<file path="config.mk">
export PLATFORM = sky130hd
export DESIGN_NAME = rtc_ctl
export DESIGN_NICKNAME = d
export VERILOG_FILES = /design/src/rtl/rtc_pkg.sv /design/src/rtl/rtc_calendar.sv /design/src/rtl/rtc_access_seq.sv /design/src/rtl/rtc_ctl.sv
export SDC_FILE = /design/constraint.sdc
export NUM_CORES = 1
export LEC_CHECK = 0
export CORE_ASPECT_RATIO = 0.5
export CORE_MARGIN = 2
export CORE_UTILIZATION = 55
export DETAILED_ROUTE_END_ITERATION = 8
export HOLD_SLACK_MARGIN = 0.02
export PLACE_DENSITY = 0.81
export SLEW_MARGIN = 20
export SYNTH_ARGS = -nofsm -noshare
export SYNTH_HDL_FRONTEND = slang
export SYNTH_SLANG_ARGS = --single-unit
</file>
<file path="constraint.sdc">
create_clock -name clk -period 15.08 [get_ports clk]
set_clock_uncertainty 0.1 [all_clocks]
set_input_delay 1.508 -clock clk [delete_from_list [all_inputs] [get_ports clk]]
set_output_delay 1.508 -clock clk [all_outputs]
set_load 0.05 [all_outputs]
</file>
<file path="src/rtl/rtc_pkg.sv">
package rtc_pkg;

    localparam int NUM_REGS  = 40;
    localparam int IDX_PWR   = 7;
    localparam int IDX_TICK  = 8;
    localparam int IDX_CSUM  = 31;
    localparam int CSUM_LO   = 7;
    localparam int CSUM_HI   = 30;
    localparam int CAL_LAST  = 6;

    typedef enum logic [1:0] {
        HR_MODE = 2'd0,
        HR_CLR  = 2'd1,
        HR_CMD  = 2'd2,
        HR_OBUF = 2'd3
    } host_reg_e;

    // command byte: bit 7 write, bits 6:1 index, bit 0 invalid
    typedef struct packed {
        logic       wr;
        logic [5:0] idx;
        logic       inval;
    } cmd_t;

    typedef struct packed {
        logic [7:0] yr;
        logic [7:0] mon;
        logic [7:0] day;
        logic [7:0] dow;
        logic [7:0] hr;
        logic [7:0] min;
        logic [7:0] sec;
    } cal_t;

    function automatic logic [7:0] bcd_inc(input logic [7:0] b);
        if (b[3:0] >= 4'd9) return {b[7:4] + 4'd1, 4'd0};
        return b + 8'd1;
    endfunction

    function automatic logic [7:0] month_len(input logic [7:0] mon, input logic [7:0] yr);
        logic [7:0] bin;
        bin = 8'(yr[7:4]) * 8'd10 + 8'(yr[3:0]);
        case (mon)
            8'h02:                      return (bin[1:0] == 2'b00) ? 8'h29 : 8'h28;
            8'h04, 8'h06, 8'h09, 8'h11: return 8'h30;
            default:                    return 8'h31;
        endcase
    endfunction

endpackage

</file>
<file path="src/rtl/rtc_calendar.sv">
module rtc_calendar
    import rtc_pkg::*;
(
    input  logic       clk,
    input  logic       rst,
    input  logic       tick,
    input  logic       wr_en,
    input  logic [2:0] wr_idx,
    input  logic [7:0] wr_data,
    output cal_t       cal
);

    cal_t cal_q, nxt;

    always_comb begin
        nxt = cal_q;
        if (cal_q.sec != 8'h59) nxt.sec = bcd_inc(cal_q.sec);
        else begin
            nxt.sec = 8'h00;
            if (cal_q.min != 8'h59) nxt.min = bcd_inc(cal_q.min);
            else begin
                nxt.min = 8'h00;
                if (cal_q.hr != 8'h23) nxt.hr = bcd_inc(cal_q.hr);
                else begin
                    nxt.hr  = 8'h00;
                    nxt.dow = (cal_q.dow >= 8'h06) ? 8'h00 : cal_q.dow + 8'd1;
                    if (cal_q.day != month_len(cal_q.mon, cal_q.yr)) nxt.day = bcd_inc(cal_q.day);
                    else begin
                        nxt.day = 8'h01;
                        if (cal_q.mon != 8'h12) nxt.mon = bcd_inc(cal_q.mon);
                        else begin
                            nxt.mon = 8'h01;
                            nxt.yr  = (cal_q.yr == 8'h99) ? 8'h00 : bcd_inc(cal_q.yr);
                        end
                    end
                end
            end
        end
    end

    always_ff @(posedge clk) begin
        if (rst) begin
            cal_q <= '{yr: 8'h00, mon: 8'h01, day: 8'h01, dow: 8'h00,
                       hr: 8'h00, min: 8'h00, sec: 8'h00};
        end else if (wr_en) begin
            case (wr_idx)
                3'd0: cal_q.sec <= wr_data;
                3'd1: cal_q.min <= wr_data;
                3'd2: cal_q.hr  <= wr_data;
                3'd3: cal_q.dow <= wr_data;
                3'd4: cal_q.day <= wr_data;
                3'd5: cal_q.mon <= wr_data;
                3'd6: cal_q.yr  <= wr_data;
                default: ;
            endcase
        end else if (tick) begin
            cal_q <= nxt;
        end
    end

    assign cal = cal_q;

    // a tick with no write always moves the seconds field
    p_sec_moves_r9: assert property (@(posedge clk) disable iff (rst)
        (tick && !wr_en) |=> (cal_q.sec != $past(cal_q.sec)) || ($past(cal_q.sec) == 8'h00));

endmodule

</file>
<file path="src/rtl/rtc_access_seq.sv">
module rtc_access_seq #(
    parameter int DELAY = 100
) (
    input  logic clk,
    input  logic rst,
    input  logic start,
    output logic busy,
    output logic fire
);

    localparam int CW = $clog2(DELAY + 1);

    logic [CW-1:0] cnt_q;
    logic          busy_q;

    assign fire = busy_q && (cnt_q == CW'(1));
    assign busy = busy_q;

    always_ff @(posedge clk) begin
        if (rst) begin
            busy_q <= 1'b0;
            cnt_q  <= '0;
        end else if (!busy_q) begin
            if (start) begin
                busy_q <= 1'b1;
                cnt_q  <= CW'(DELAY);
            end
        end else begin
            cnt_q <= cnt_q - CW'(1);
            if (fire) busy_q <= 1'b0;
        end
    end

    // completion only from a busy state; busy holds until completion
    p_fire_in_busy_r2: assert property (@(posedge clk) disable iff (rst) fire |-> busy_q);
    p_busy_holds_r2:   assert property (@(posedge clk) disable iff (rst) (busy_q && !fire) |=> busy_q);

endmodule

</file>
<file path="src/rtl/rtc_ctl.sv">
module rtc_ctl
    import rtc_pkg::*;
#(
    parameter int DELAY = 100
) (
    input  logic        clk,
    input  logic        rst,
    input  logic        host_wr,
    input  logic [2:0]  host_ofs,
    input  logic [15:0] host_wdata,
    input  logic        tick_1hz,
    input  logic        tick_32hz,
    output logic [3:0]  status_o,
    output logic [7:0]  rdbuf_o,
    output logic        irq,
    output logic        reset_req,
    output logic        poweroff_req
);

    host_reg_e  sel;
    logic       busy, fire, start;
    logic [2:0] flag_q;          // status bits 3:1
    logic [2:0] mode_q;          // mode bits 2:0
    cmd_t       cmd_q;
    logic [7:0] obuf_q, rdbuf_q;
    logic [7:0] bank_q [IDX_PWR:IDX_CSUM];
    logic       csum_pend_q;
    logic [7:0] csum, rd_val, pwr_nxt;
    logic       wr_go, rd_go, cal_wr, bank_wr;
    cal_t       cal;
    logic       unused_bits;

    assign sel   = host_reg_e'(host_ofs[2:1]);
    assign start = host_wr && (sel == HR_CMD) && !busy;
    assign unused_bits = ^{host_ofs[0], host_wdata[15:8], host_wdata[0]};

    rtc_access_seq #(.DELAY(DELAY)) u_seq (
        .clk(clk), .rst(rst), .start(start), .busy(busy), .fire(fire)
    );

    assign wr_go   = fire && !cmd_q.inval && cmd_q.wr;
    assign rd_go   = fire && !cmd_q.inval && !cmd_q.wr && (cmd_q.idx < 6'(NUM_REGS));
    assign cal_wr  = wr_go && (cmd_q.idx <= 6'(CAL_LAST));
    assign bank_wr = wr_go && (cmd_q.idx >= 6'(IDX_PWR)) && (cmd_q.idx <= 6'(IDX_CSUM));

    rtc_calendar u_cal (
        .clk(clk), .rst(rst), .tick(tick_1hz),
        .wr_en(cal_wr), .wr_idx(cmd_q.idx[2:0]), .wr_data(obuf_q), .cal(cal)
    );

    always_comb begin
        csum = 8'h00;
        for (int i = CSUM_LO; i <= CSUM_HI; i++) csum = csum + bank_q[i];
    end

    always_comb begin
        rd_val = 8'h00;
        case (cmd_q.idx)
            6'd0: rd_val = cal.sec;
            6'd1: rd_val = cal.min;
            6'd2: rd_val = cal.hr;
            6'd3: rd_val = cal.dow;
            6'd4: rd_val = cal.day;
            6'd5: rd_val = cal.mon;
            6'd6: rd_val = cal.yr;
            default: ;
        endcase
        for (int i = IDX_PWR; i <= IDX_CSUM; i++)
            if (cmd_q.idx == 6'(i)) rd_val = bank_q[i];
    end

    always_comb begin
        pwr_nxt = {bank_q[IDX_PWR][7:5], obuf_q[4:0]};
        if (obuf_q[7:5] == 3'b110) pwr_nxt[7:5] = 3'b110;
    end

    // host-side registers
    always_ff @(posedge clk) begin
        if (rst) begin
            mode_q  <= '0;
            obuf_q  <= '0;
            cmd_q   <= '0;
            rdbuf_q <= '0;
            flag_q  <= '0;
        end else begin
            if (host_wr && sel == HR_MODE) mode_q <= host_wdata[2:0];
            if (host_wr && sel == HR_OBUF) obuf_q <= host_wdata[7:0];
            if (start)                     cmd_q  <= cmd_t'(host_wdata[7:0]);
            if (rd_go)                     rdbuf_q <= rd_val;
            flag_q <= (host_wr && sel == HR_CLR) ? (flag_q & ~host_wdata[3:1]) : flag_q;
            if (fire)     flag_q[0] <= 1'b1;
            if (tick_1hz) flag_q[1] <= 1'b1;
        end
    end

    // register bank 7..31, checksum and power requests
    always_ff @(posedge clk) begin
        if (rst) begin
            for (int i = IDX_PWR; i <= IDX_CSUM; i++) bank_q[i] <= 8'h00;
            csum_pend_q  <= 1'b0;
            reset_req    <= 1'b0;
            poweroff_req <= 1'b0;
        end else begin
            csum_pend_q  <= bank_wr;
            reset_req    <= bank_wr && (cmd_q.idx == 6'(IDX_PWR)) && (obuf_q[7:5] == 3'b110);
            poweroff_req <= bank_wr && (cmd_q.idx == 6'(IDX_PWR)) && (obuf_q[7:5] == 3'b111);
            if (tick_32hz) bank_q[IDX_TICK] <= bank_q[IDX_TICK] + 8'd1;
            if (bank_wr) begin
                if (cmd_q.idx == 6'(IDX_PWR)) bank_q[IDX_PWR] <= pwr_nxt;
                for (int i = IDX_PWR + 1; i <= IDX_CSUM; i++)
                    if (cmd_q.idx == 6'(i)) bank_q[i] <= obuf_q;
            end
            if (csum_pend_q) bank_q[IDX_CSUM] <= csum;
        end
    end

    assign status_o = {flag_q, busy};
    assign rdbuf_o  = rdbuf_q;
    assign irq      = (flag_q[0] && mode_q[1]) || (flag_q[1] && mode_q[2]);

    // busy falling always leaves done set
    p_done_on_fall_r2: assert property (@(posedge clk) disable iff (rst)
        $fell(status_o[0]) |-> status_o[1]);
    // command held while busy
    p_cmd_stable_r3: assert property (@(posedge clk) disable iff (rst)
        (busy && !fire) |=> $stable(cmd_q));
    // requests exclusive and single-cycle
    p_req_excl_r8: assert property (@(posedge clk) disable iff (rst)
        $onehot0({reset_req, poweroff_req}));
    p_reset_pulse_r8: assert property (@(posedge clk) disable iff (rst)
        reset_req |=> !reset_req);
    // status clear cannot drop busy
    p_busy_kept_r12: assert property (@(posedge clk) disable iff (rst)
        (busy && !fire && host_wr && sel == HR_CLR) |=> status_o[0]);
    // no source, no interrupt
    p_irq_source_r13: assert property (@(posedge clk) disable iff (rst)
        irq |-> (status_o[1] || status_o[2]));

endmodule

</file>
---- Word-level counts from Yosys, hierarchy flattened ----
Memory sizes are Yosys's and may differ from the RTL's.
Index checks and enable logic that the tools add are counted.
word-level totals
  bits in registers ....................... 97
  bits in latches ......................... 0
  memory bits (writable) .................. 200
  bits in read-only memories .............. 0
  input bits .............................. 24
  output and inout bits ................... 15
  logic and storage cells ................. 440
  memories kept ........................... 1
cells by class
  $add $sub $neg .......................... 39
  multiply operators ...................... 1
  div/mod/pow operators ................... 0
  magnitude comparators ................... 11
  equality and inequality tests ........... 66
  shift-type cells ........................ 0
  multiplexer cells ....................... 234
  bitwise operators ....................... 29
  reductions and logical operators ........ 38
memories
  name    depth  width  read ports  clocked after Yosys merged registers in  write ports  RTL line       RTL
  bank_q  25     8      25          0                                        25           rtc_ctl.sv:26  logic [7:0] bank_q [IDX_PWR:IDX_CSUM];
operators with widths
  cell                                                                     count
  8-bit two-way mux                                                        82
  8-bit adder                                                              23
  1-bit two-way mux                                                        140
  56-bit two-way mux                                                       2
  6-bit by 5-bit equality test with 1-bit output, second input constant    16
  8-bit by 1-bit adder with 8-bit output, second input constant            8
  8-bit one-hot mux with 7 select lines                                    1
  6-bit by 4-bit equality test with 1-bit output, second input constant    8
  48-bit two-way mux                                                       1
  40-bit two-way mux                                                       1
  32-bit two-way mux                                                       1
  1-bit OR                                                                 27
  4-bit by 1-bit adder with 4-bit output, second input constant            6
  6-bit by 3-bit equality test with 1-bit output, second input constant    4
  4-bit >= comparator, second input constant                               6
  1-bit logical AND                                                        18
  8-bit by 3-bit equality test with 1-bit output, second input constant    2
  16-bit two-way mux                                                       1
  8-bit by 7-bit inequality test with 1-bit output, second input constant  2
  8-bit one-hot mux with 2 select lines                                    1
  3-bit equality test, second input constant                               5
  7-bit two-way mux                                                        2
  2-bit by 1-bit inequality test with 1-bit output, second input constant  7
  6-bit by 2-bit equality test with 1-bit output, second input constant    2
  other kinds (39)                                                         52

---- Longest topological paths before layout ----
Gate-level depths: netlist of run 1.
  depth after elaboration ................. 27
  mapped depth ............................ 23

---- Hierarchy ----
A second synthesis of run 1 with hierarchy kept.
second synthesis, totals
  cells, all modules ...................... 1966
  area total of the unflattened synthesis .. 20180.6 um^2
by module, submodules not included
  module          instances  cells an instance  area each (um^2)  seq. area each (um^2)
  rtc_ctl         1          1440               15927.8           6586.3
  rtc_calendar    1          484                3838.7            1121.1
  rtc_access_seq  1          42                 414.1             160.2

---- Least setup slack after synthesis of run 1 ----
Ideal clock, no wire load.
  path kind ............................... register to register
  from .................................... register, netlist name bank_q[1][3]
  to ...................................... register, netlist name bank_q[3][63]
  library setup time ...................... 0.262 ns
  data arrival time ....................... 5.413 ns
  required time ........................... 14.718 ns
  slack ................................... 9.305 ns
  stages on the path, launching flop included .. 20
  path buffers ............................ 0
  clock period less this slack ............ 5.775 ns
  cells stage by stage .................... edfxtp_1 -> fa_1 -> fa_1 -> fa_1 -> inv_1 -> fa_1 -> inv_1 -> fa_1 -> fa_1 -> fa_1 -> ha_1 -> inv_1 -> fa_1 -> inv_1 -> a21o_1 -> a21oi_1 -> xnor2_1 -> xnor2_1 -> xnor2_1 -> o21ai_0

==> results of run 1 <==
## power by group
part | internal, mW | total, mW | switching (mW)
clock | 0.396 | 0.723 | 0.328
combinational | 0.623 | 1.35 | 0.725
sequential | 0.882 | 0.918 | 0.0361
## sequential cells by signal, indices dropped and copies added (netlist names)
name	count
u_cal.cal	56
csum_pend_q	1
mode_q	2
reset_req	1
flag_q	3
u_seq.busy	1
rdbuf_o	8
bank_q	198
obuf_q	8
poweroff_req	1
u_seq.cnt_q	7
cmd_q	8
## final cells by class
type | count | area (um2) | share of cell area, %
multi-input combinational | 1396 | 10800 | 50.5
sequential | 294 | 7880 | 36.8
clock buffer | 38 | 810 | 3.78
inverter | 172 | 646 | 3.02
tap | 484 | 606 | 2.83
timing repair buffer | 61 | 528 | 2.47
clock inverter | 14 | 119 | 0.556
antenna | 1 | 2.50 | 0.0117
## final timing paths
check / start / endpoint / slack [ps]
max reg2reg: bank_q[1][2] / bank_q[3][63] / 8860
min reg2reg: flag_q[2] / flag_q[2] / 340
min: flag_q[2] / flag_q[2] / 340
max: bank_q[1][2] / bank_q[3][63] / 8860
## worst register-to-register path, delay by kind of cell, from the launching register on
family | cells | cell delay (ps)
compound gates | 3 | 280
xor+xnor | 3 | 460
fa+ha+maj | 9 | 4230
buf+inv | 6 | 360
flops | 1 | 530
## cells by family (layout without fill, tap and decap cells)
kind of cell	Yosys count	after routing
AO/OA/AOI/OAI	410	410
XOR/XNOR	57	57
adder cells (fa/ha/maj)	188	188
buffers and inverters	300	285
flip-flops	294	294
multiplexers	53	53
other	0	1
AND/OR/NAND/NOR	688	688
## per-layer routing
metal | vias up | share of wire (%) | wire [um] | track usage (%)
met1 | 7959 | 38 | 26300 | 52.2
met2 | 1338 | 41 | 28000 | 50.9
met3 | 202 | 17 | 11800 | 14.4
met4 | 4 | 3.7 | 2560 | 11.1
li1 | 6964 | - | - | -
met5 | - | 0.041 | 28 | 0
## synth_stat cells, drive strengths merged, types with 42 or more instances
cell / n / share of area, %
xnor2: 49 / 2.2
buf: 49 / 1.3
o21ai: 122 / 3.1
and3: 125 / 3.9
dfxtp: 96 / 9.7
inv: 171 / 3.2
a21oi: 99 / 2.5
edfxtp: 198 / 30
and2: 69 / 2.2
nand3: 42 / 1.1
clkbuf: 79 / 1.5
fa: 135 / 14
nand2: 185 / 3.5
nor3: 43 / 1.2
nor2: 127 / 2.4
ha: 53 / 3.3
## stage by stage
step                      hold WS (ps)  instances  instance area, um2  setup slack (ps)
after floorplan                    337       1990               19800              9310
final                              337       2460               21400              8860
after global routing               371       2459               21400              8580
after global placement             322       2407               20500              8960
after detailed placement           324       2407               20500              8860
after CTS                          335       2459               21400              8850
==> results.rst, run 1 <==
.. list-table::
   :header-rows: 1

   * - Metric
     - Value
   * - Run status
     - finished, final reports clean
   * - Maxcap violations
     - 0
   * - Total number of vias
     - 16500
   * - Later-pin clock latency in the skew report
     - a little under 600 ps
   * - Synthesized area divided by synthesized cell count
     - 9.97 um2
   * - Most frequent cells in the layout
     - edfxtp_1, nand2_1, inv_1
   * - Antenna violations before repair
     - 4
   * - Wire length of the first global-routing pass
     - 102000 um
   * - Total of warnings raised by yosys
     - 0
   * - Number of buffers inserted by post-CTS setup repair
     - 0
   * - CTS tree
     - built
   * - Clock transition at path regs
     - 70 ps
   * - Standard-cell rows
     - 49
   * - Max Slew Vio Count
     - 0
   * - Width of the die
     - 273 um
   * - Number of nets in the final layout
     - 2165
   * - Number of buffer and inverter instances along the worst setup path
     - 6
   * - Fmax achieved
     - about 160 MHz
   * - Placeable core area
     - 35700 um2
   * - Floorplan die height
     - 138 um
   * - Proportion of register bits with asynchronous set or reset after synthesis
     - 0%
   * - Synthesized flop and latch total
     - 294
   * - Effective utilization at floorplan
     - roughly 56%
   * - Post-Synthesis Cells
     - 1990
   * - Depth of the critical timing path with buffers and inverters included
     - 21
   * - Number of clock buffers inserted by TritonCTS
     - 28
   * - Post-synth EDFFs
     - 198
   * - Main flop type after synthesis
     - edfxtp_1
   * - Post-detailed-route DRC marker count
     - 0
   * - Synthesized-area fraction occupied by ao, oa, aoi and oai cells
     - 13.5%
   * - Final period demand of the worst path
     - between 6000 and 7000 ps
   * - Overall power
     - 2.99 mW
   * - Data required, critical path
     - 15300 ps
   * - Kind of path behind the tightest hold check
     - reg -> reg
   * - Post-synthesis net count
     - 2202
   * - CTS Hold Buffers Added
     - 0
   * - Cell family with most CP delay
     - adder cells
   * - Clock Sink Count
     - 294
   * - Root cell of the clock tree
     - clkbuf_16
   * - Leakage power figure
     - roughly 8.4 nW
   * - CTS-repair resized insts
     - 0
   * - Post-synthesis share of cell area spent on full adders, half adders and majority gates
     - 17.0%
   * - Number of placed I/O pins
     - 39
   * - Arrival time at the worst endpoint
     - 6430 ps
   * - Final Util
     - approximately 60%
   * - Type of the setup path with the least slack
     - reg -> reg
   * - Crit-path cells
     - fa_1, fa_1, fa_1, inv_1, fa_1, inv_1, fa_1, fa_1, inv_1, fa_1, inv_1, ha_1, inv_1, fa_1, inv_1, a21o_1, a21oi_1, xnor2_1, xnor2_1, xnor2_1, o21ai_0
   * - Remaining antenna violation count
     - 0
   * - Cell area after technology mapping
     - 19800 um2
   * - CTS H-tree lvls
     - 1
   * - Total of endpoints with negative setup slack in the final report
     - 0
   * - Total count of hold-check failures in the final report
     - 0
   * - Post-Synth XOR/XNOR Area
     - 2.52%
   * - CTS max path bufs
     - 3
   * - Startpoint type of the worst setup path
     - register
   * - Worst vdd rail ir drop
     - 249 uV
   * - Main combinational cell family by area after synthesis
     - simple AND/OR/NAND/NOR gates
   * - Filler cells
     - 2939
   * - GRT Residual Overflow
     - 0
   * - Cell mode on critical path
     - fa_1
   * - Cell Pwr Density
     - ~140 nW/um2
   * - Max-slew headroom at the worst pin
     - 22.9%
   * - Iteration-0 DRC Markers
     - 2721
   * - Largest net degree at the start of global routing
     - 116
   * - DIE AREA
     - 37700 um2
   * - Gr usage total
     - 36.5%
   * - Sum of routed wire length over all layers
     - 68700 um
   * - Worst path max stage delay
     - 700 ps
   * - Endpoint class of the critical path
     - register
   * - Worst-Margin Slew
     - 1150 ps
   * - Simple-gate portion of the synthesized area
     - a little under a fifth
   * - Number of cells traversed by the worst hold path
     - 2
   * - Area overhead of the layout relative to synthesis
     - 7.79%
   * - Seq/Total Area, Yosys
     - between 30% and 40%
   * - Reg2reg path depth
     - 21
   * - Buffers on Ports
     - 29
   * - Sum of negative setup slack
     - 0 ps
   * - Largest driver fanout on the critical path
     - 6
   * - DRT Pass-1 Iters
     - 7
   * - Final worst path period share
     - 41.2%
   * - Vias per inst
     - 6.69
   * - Critical Path Slowest Stage Cell
     - fa_1
   * - Gp weighted congestion
     - around 1.1
   * - Via count of the first global-routing pass
     - approximately 16000
   * - Mux contribution to synthesized area
     - 3.35%
   * - RSZ-0062 raised after global routing
     - no
   * - Commonest non-fill, non-tap cell in the layout
     - edfxtp_1
   * - Fraction of layout cells with a size suffix above 1
     - 6.73%
   * - Sum of net half-perimeters after detailed placement
     - 49400 um
   * - Average wire per standard cell
     - 27.9 um
   * - Number of distinct library cells after synthesis
     - 90
No activity file was read; power rests on OpenSTA's default activity.
==> run 2: changes to the inputs <==
Clock period 15.08 ns to 6.05 ns, I/O delays scaled along.
==> run 2 against run 1 <==
Design area grew 1.5%. Largest cell class unchanged. Clock power grew to 2.8 times the previous value. Routed wire length decreased by 1.2%. Register-to-register slack worse by 8700 ps. Global-route usage down 0.61 points. Sequential share of layout area decreased by 0.54 points. Die area unchanged. Non-clock buffer count rose by 24.
==> results.rst, run 2 (synthesis results as in run 1) <==
.. list-table::
   :header-rows: 1

   * - Metric
     - Value
   * - Maxcap violations
     - 0 (unchanged)
   * - Worst setup endpoint
     - bank_q[3][63]
   * - Commonest non-fill, non-tap cell in the layout
     - edfxtp_1
   * - Standard-cell rows
     - 49 (unchanged)
   * - Remaining antenna violation count
     - 0 (unchanged)
   * - Number of placed I/O pins
     - 39 (unchanged)
   * - Vias per inst
     - 6.65 (-0.66%)
   * - Largest driver fanout on the critical path
     - 3 (-3)
   * - Data required, critical path
     - 6290 ps (-9010 ps)
   * - Setup ws final
     - 123 ps (-8740 ps)
   * - Flip-flop count of the largest register, all copies and words added
     - 198 (unchanged)
   * - DIE AREA
     - 37700 um2 (unchanged)
   * - Fmax achieved
     - 169 MHz (+4.9%)
   * - Sum of negative setup slack
     - 0 ps (unchanged)
   * - Critical Path Slowest Stage Cell
     - fa_1
   * - Type of the setup path with the least slack
     - reg -> reg
   * - Root cell of the clock tree
     - clkbuf_16
   * - CTS H-tree lvls
     - 1 (unchanged)
   * - Width of the die
     - 273 um (unchanged)
   * - Largest net degree at the start of global routing
     - 90 (-22%)
   * - Worst slack after detailed placement
     - -28.2 ps (-8890 ps)
   * - Effective utilization at floorplan
     - 55.5% (unchanged)
   * - Max-slew headroom at the worst pin
     - 20.0% (-2.9 points)
   * - DP Cell Count
     - 2424 (+0.71%)
   * - Total of endpoints with negative setup slack in the final report
     - 0 (unchanged)
   * - Gr usage total
     - 35.9% (-0.61 points)
   * - Total number of vias
     - 16500 (+0.35%)
   * - Number of buffer and inverter instances along the worst setup path
     - 0 (-6)
   * - Gp weighted congestion
     - 1.03 (-3.4%)
   * - Number of clock buffers inserted by TritonCTS
     - 29 (+3.6%)
   * - Post-detailed-route DRC marker count
     - 0 (unchanged)
   * - Cell family with most CP delay
     - adder cells
   * - Iteration-0 DRC Markers
     - 3032 (+11%)
   * - Most frequent cells in the layout
     - edfxtp_1, nand2_1, inv_1
   * - Floorplan die height
     - 138 um (unchanged)
   * - RSZ-0062 raised after global routing
     - yes
   * - Run status
     - finished, final reports clean
   * - Overall power
     - 7.91 mW (+160%)
   * - Filler cells
     - 2909 (-1.0%)
   * - Start of the worst register-to-register path
     - bank_q[3][13]
   * - Antenna violations before repair
     - 3 (-1)
   * - Arrival time at the worst endpoint
     - 6160 ps (-270 ps)
   * - CTS tree
     - built
   * - Worst-Margin Slew
     - 1200 ps (+41.0 ps)
   * - Startpoint type of the worst setup path
     - register
   * - Antenna diode count
     - 0 (-1)
   * - Wire length of the first global-routing pass
     - 100000 um (-1.4%)
   * - Average wire per standard cell
     - 27.3 um (-2.2%)
   * - Number of nets in the final layout
     - 2190 (+1.2%)
   * - DRT Pass-1 Iters
     - 7 (unchanged)
   * - Sum of routed wire length over all layers
     - 67900 um (-1.2%)
   * - Depth of the critical timing path with buffers and inverters included
     - 14 (-33%)
   * - Via count of the first global-routing pass
     - 15900 (+1.3%)
   * - Crit-path cells
     - fa_1, fa_1, fa_1, fa_1, fa_1, fa_1, fa_1, ha_1, a21o_1, a21oi_2, xnor2_1, xnor2_1, xnor2_1, o21ai_1
   * - Total count of hold-check failures in the final report
     - 0 (unchanged)
   * - Endpoint class of the critical path
     - register
   * - Non-filler cells, final
     - 2485 (+1.0%)
   * - Clock Sink Count
     - 294 (unchanged)
   * - Reg2reg path depth
     - 14 (-33%)
   * - Cell mode on critical path
     - fa_1
   * - Placeable core area
     - 35700 um2 (unchanged)
   * - Reg-to-reg setup timing slack
     - 120 ps (-8740 ps)
   * - Later-pin clock latency in the skew report
     - 590 ps (about the same)
   * - Worst vdd rail ir drop
     - 654 uV (+160%)
   * - Final period demand of the worst path
     - 5930 ps (-289 ps)
   * - Leakage power figure
     - 8.55 nW (+2.0%)
   * - Cell Pwr Density
     - 365 nW/um2 (+160%)
   * - Source of the critical timing path
     - bank_q[3][13]
   * - Worst path max stage delay
     - 730 ps (+30 ps)
   * - GRT Residual Overflow
     - 0 (unchanged)
   * - Final worst path period share
     - 98.0% (+57 points)
   * - Kind of path behind the tightest hold check
     - reg -> reg
   * - Area overhead of the layout relative to synthesis
     - 9.39%
   * - Clock transition at path regs
     - 70 ps (about the same)
   * - Largest reg by FF count
     - bank_q
   * - Reg-to-reg critical path endpoint
     - bank_q[3][63]
   * - Max Slew Vio Count
     - 0 (unchanged)
   * - Fraction of layout cells with a size suffix above 1
     - 8.45% (+1.7 points)
   * - Sum of net half-perimeters after detailed placement
     - 48500 um (-1.8%)
   * - Buffers on Ports
     - 29 (unchanged)
   * - CTS max path bufs
     - 3 (unchanged)
run 2: power breakdown:
group | switching (mW) | leakage [nW] | internal [mW] | total [mW]
clock | 0.859 | 0.520 | 1.17 | 2.02
sequential | 0.0833 | 2.83 | 2.20 | 2.28
combinational | 1.90 | 5.21 | 1.70 | 3.61
run 2: timing repair:
| action | 4_1_cts | 5_1_grt |
|---|---|---|
| setup endpoints to repair | 1 | 1 |
| gates resized for setup | 2 | 12 |
| hold buffers | 0 | 0 |
| pin swaps | 7 | 26 |
| setup buffers | 1 | 6 |
run 2: area by class of cell:
| class | instances | area, um2 | share of cell area, % |
|---|---|---|---|
| multi-input cells | 1396 | 10800 | 49.8 |
| inverters | 172 | 646 | 2.97 |
| clock inverters | 14 | 161 | 0.744 |
| clock buffers | 40 | 892 | 4.11 |
| well taps | 484 | 606 | 2.79 |
| flip-flops and latches | 294 | 7880 | 36.3 |
| repair buffers | 85 | 708 | 3.26 |
run 2: metal layers:
metal	track usage, %	wire [um]
met1	48.1	24800
met2	50.1	27800
met3	16.5	12000
met4	14.7	3270
met5	0	14
run 2: stage by stage:
stage	hold slack (ps)	area (um2)	util (%)
2_1_floorplan	337	19800	-
3_3_place_gp	324	20600	57.6
3_5_place_dp	328	20600	57.6
4_1_cts	339	21600	60.6
5_1_grt	359	21700	60.7
6_report	337	21700	60.7
run 2: worst min-delay path: stages, from the launching register on:
cell and delay [ps]:
dfxtp_1 310, nand2_1 50, a21oi_1 30
run 2: worst min-delay path by stage:
stage / startpoint / to / slack, ps / cells after the start
after floorplan: u_seq.cnt_q[2] / u_seq.cnt_q[2] / 340 / 1
after detailed placement: flag_q[2] / flag_q[2] / 330 / 2
after global routing: flag_q[2] / flag_q[2] / 360 / 2
after global placement: flag_q[2] / flag_q[2] / 320 / 2
after CTS: flag_q[2] / flag_q[2] / 340 / 2
final: flag_q[2] / flag_q[2] / 340 / 2
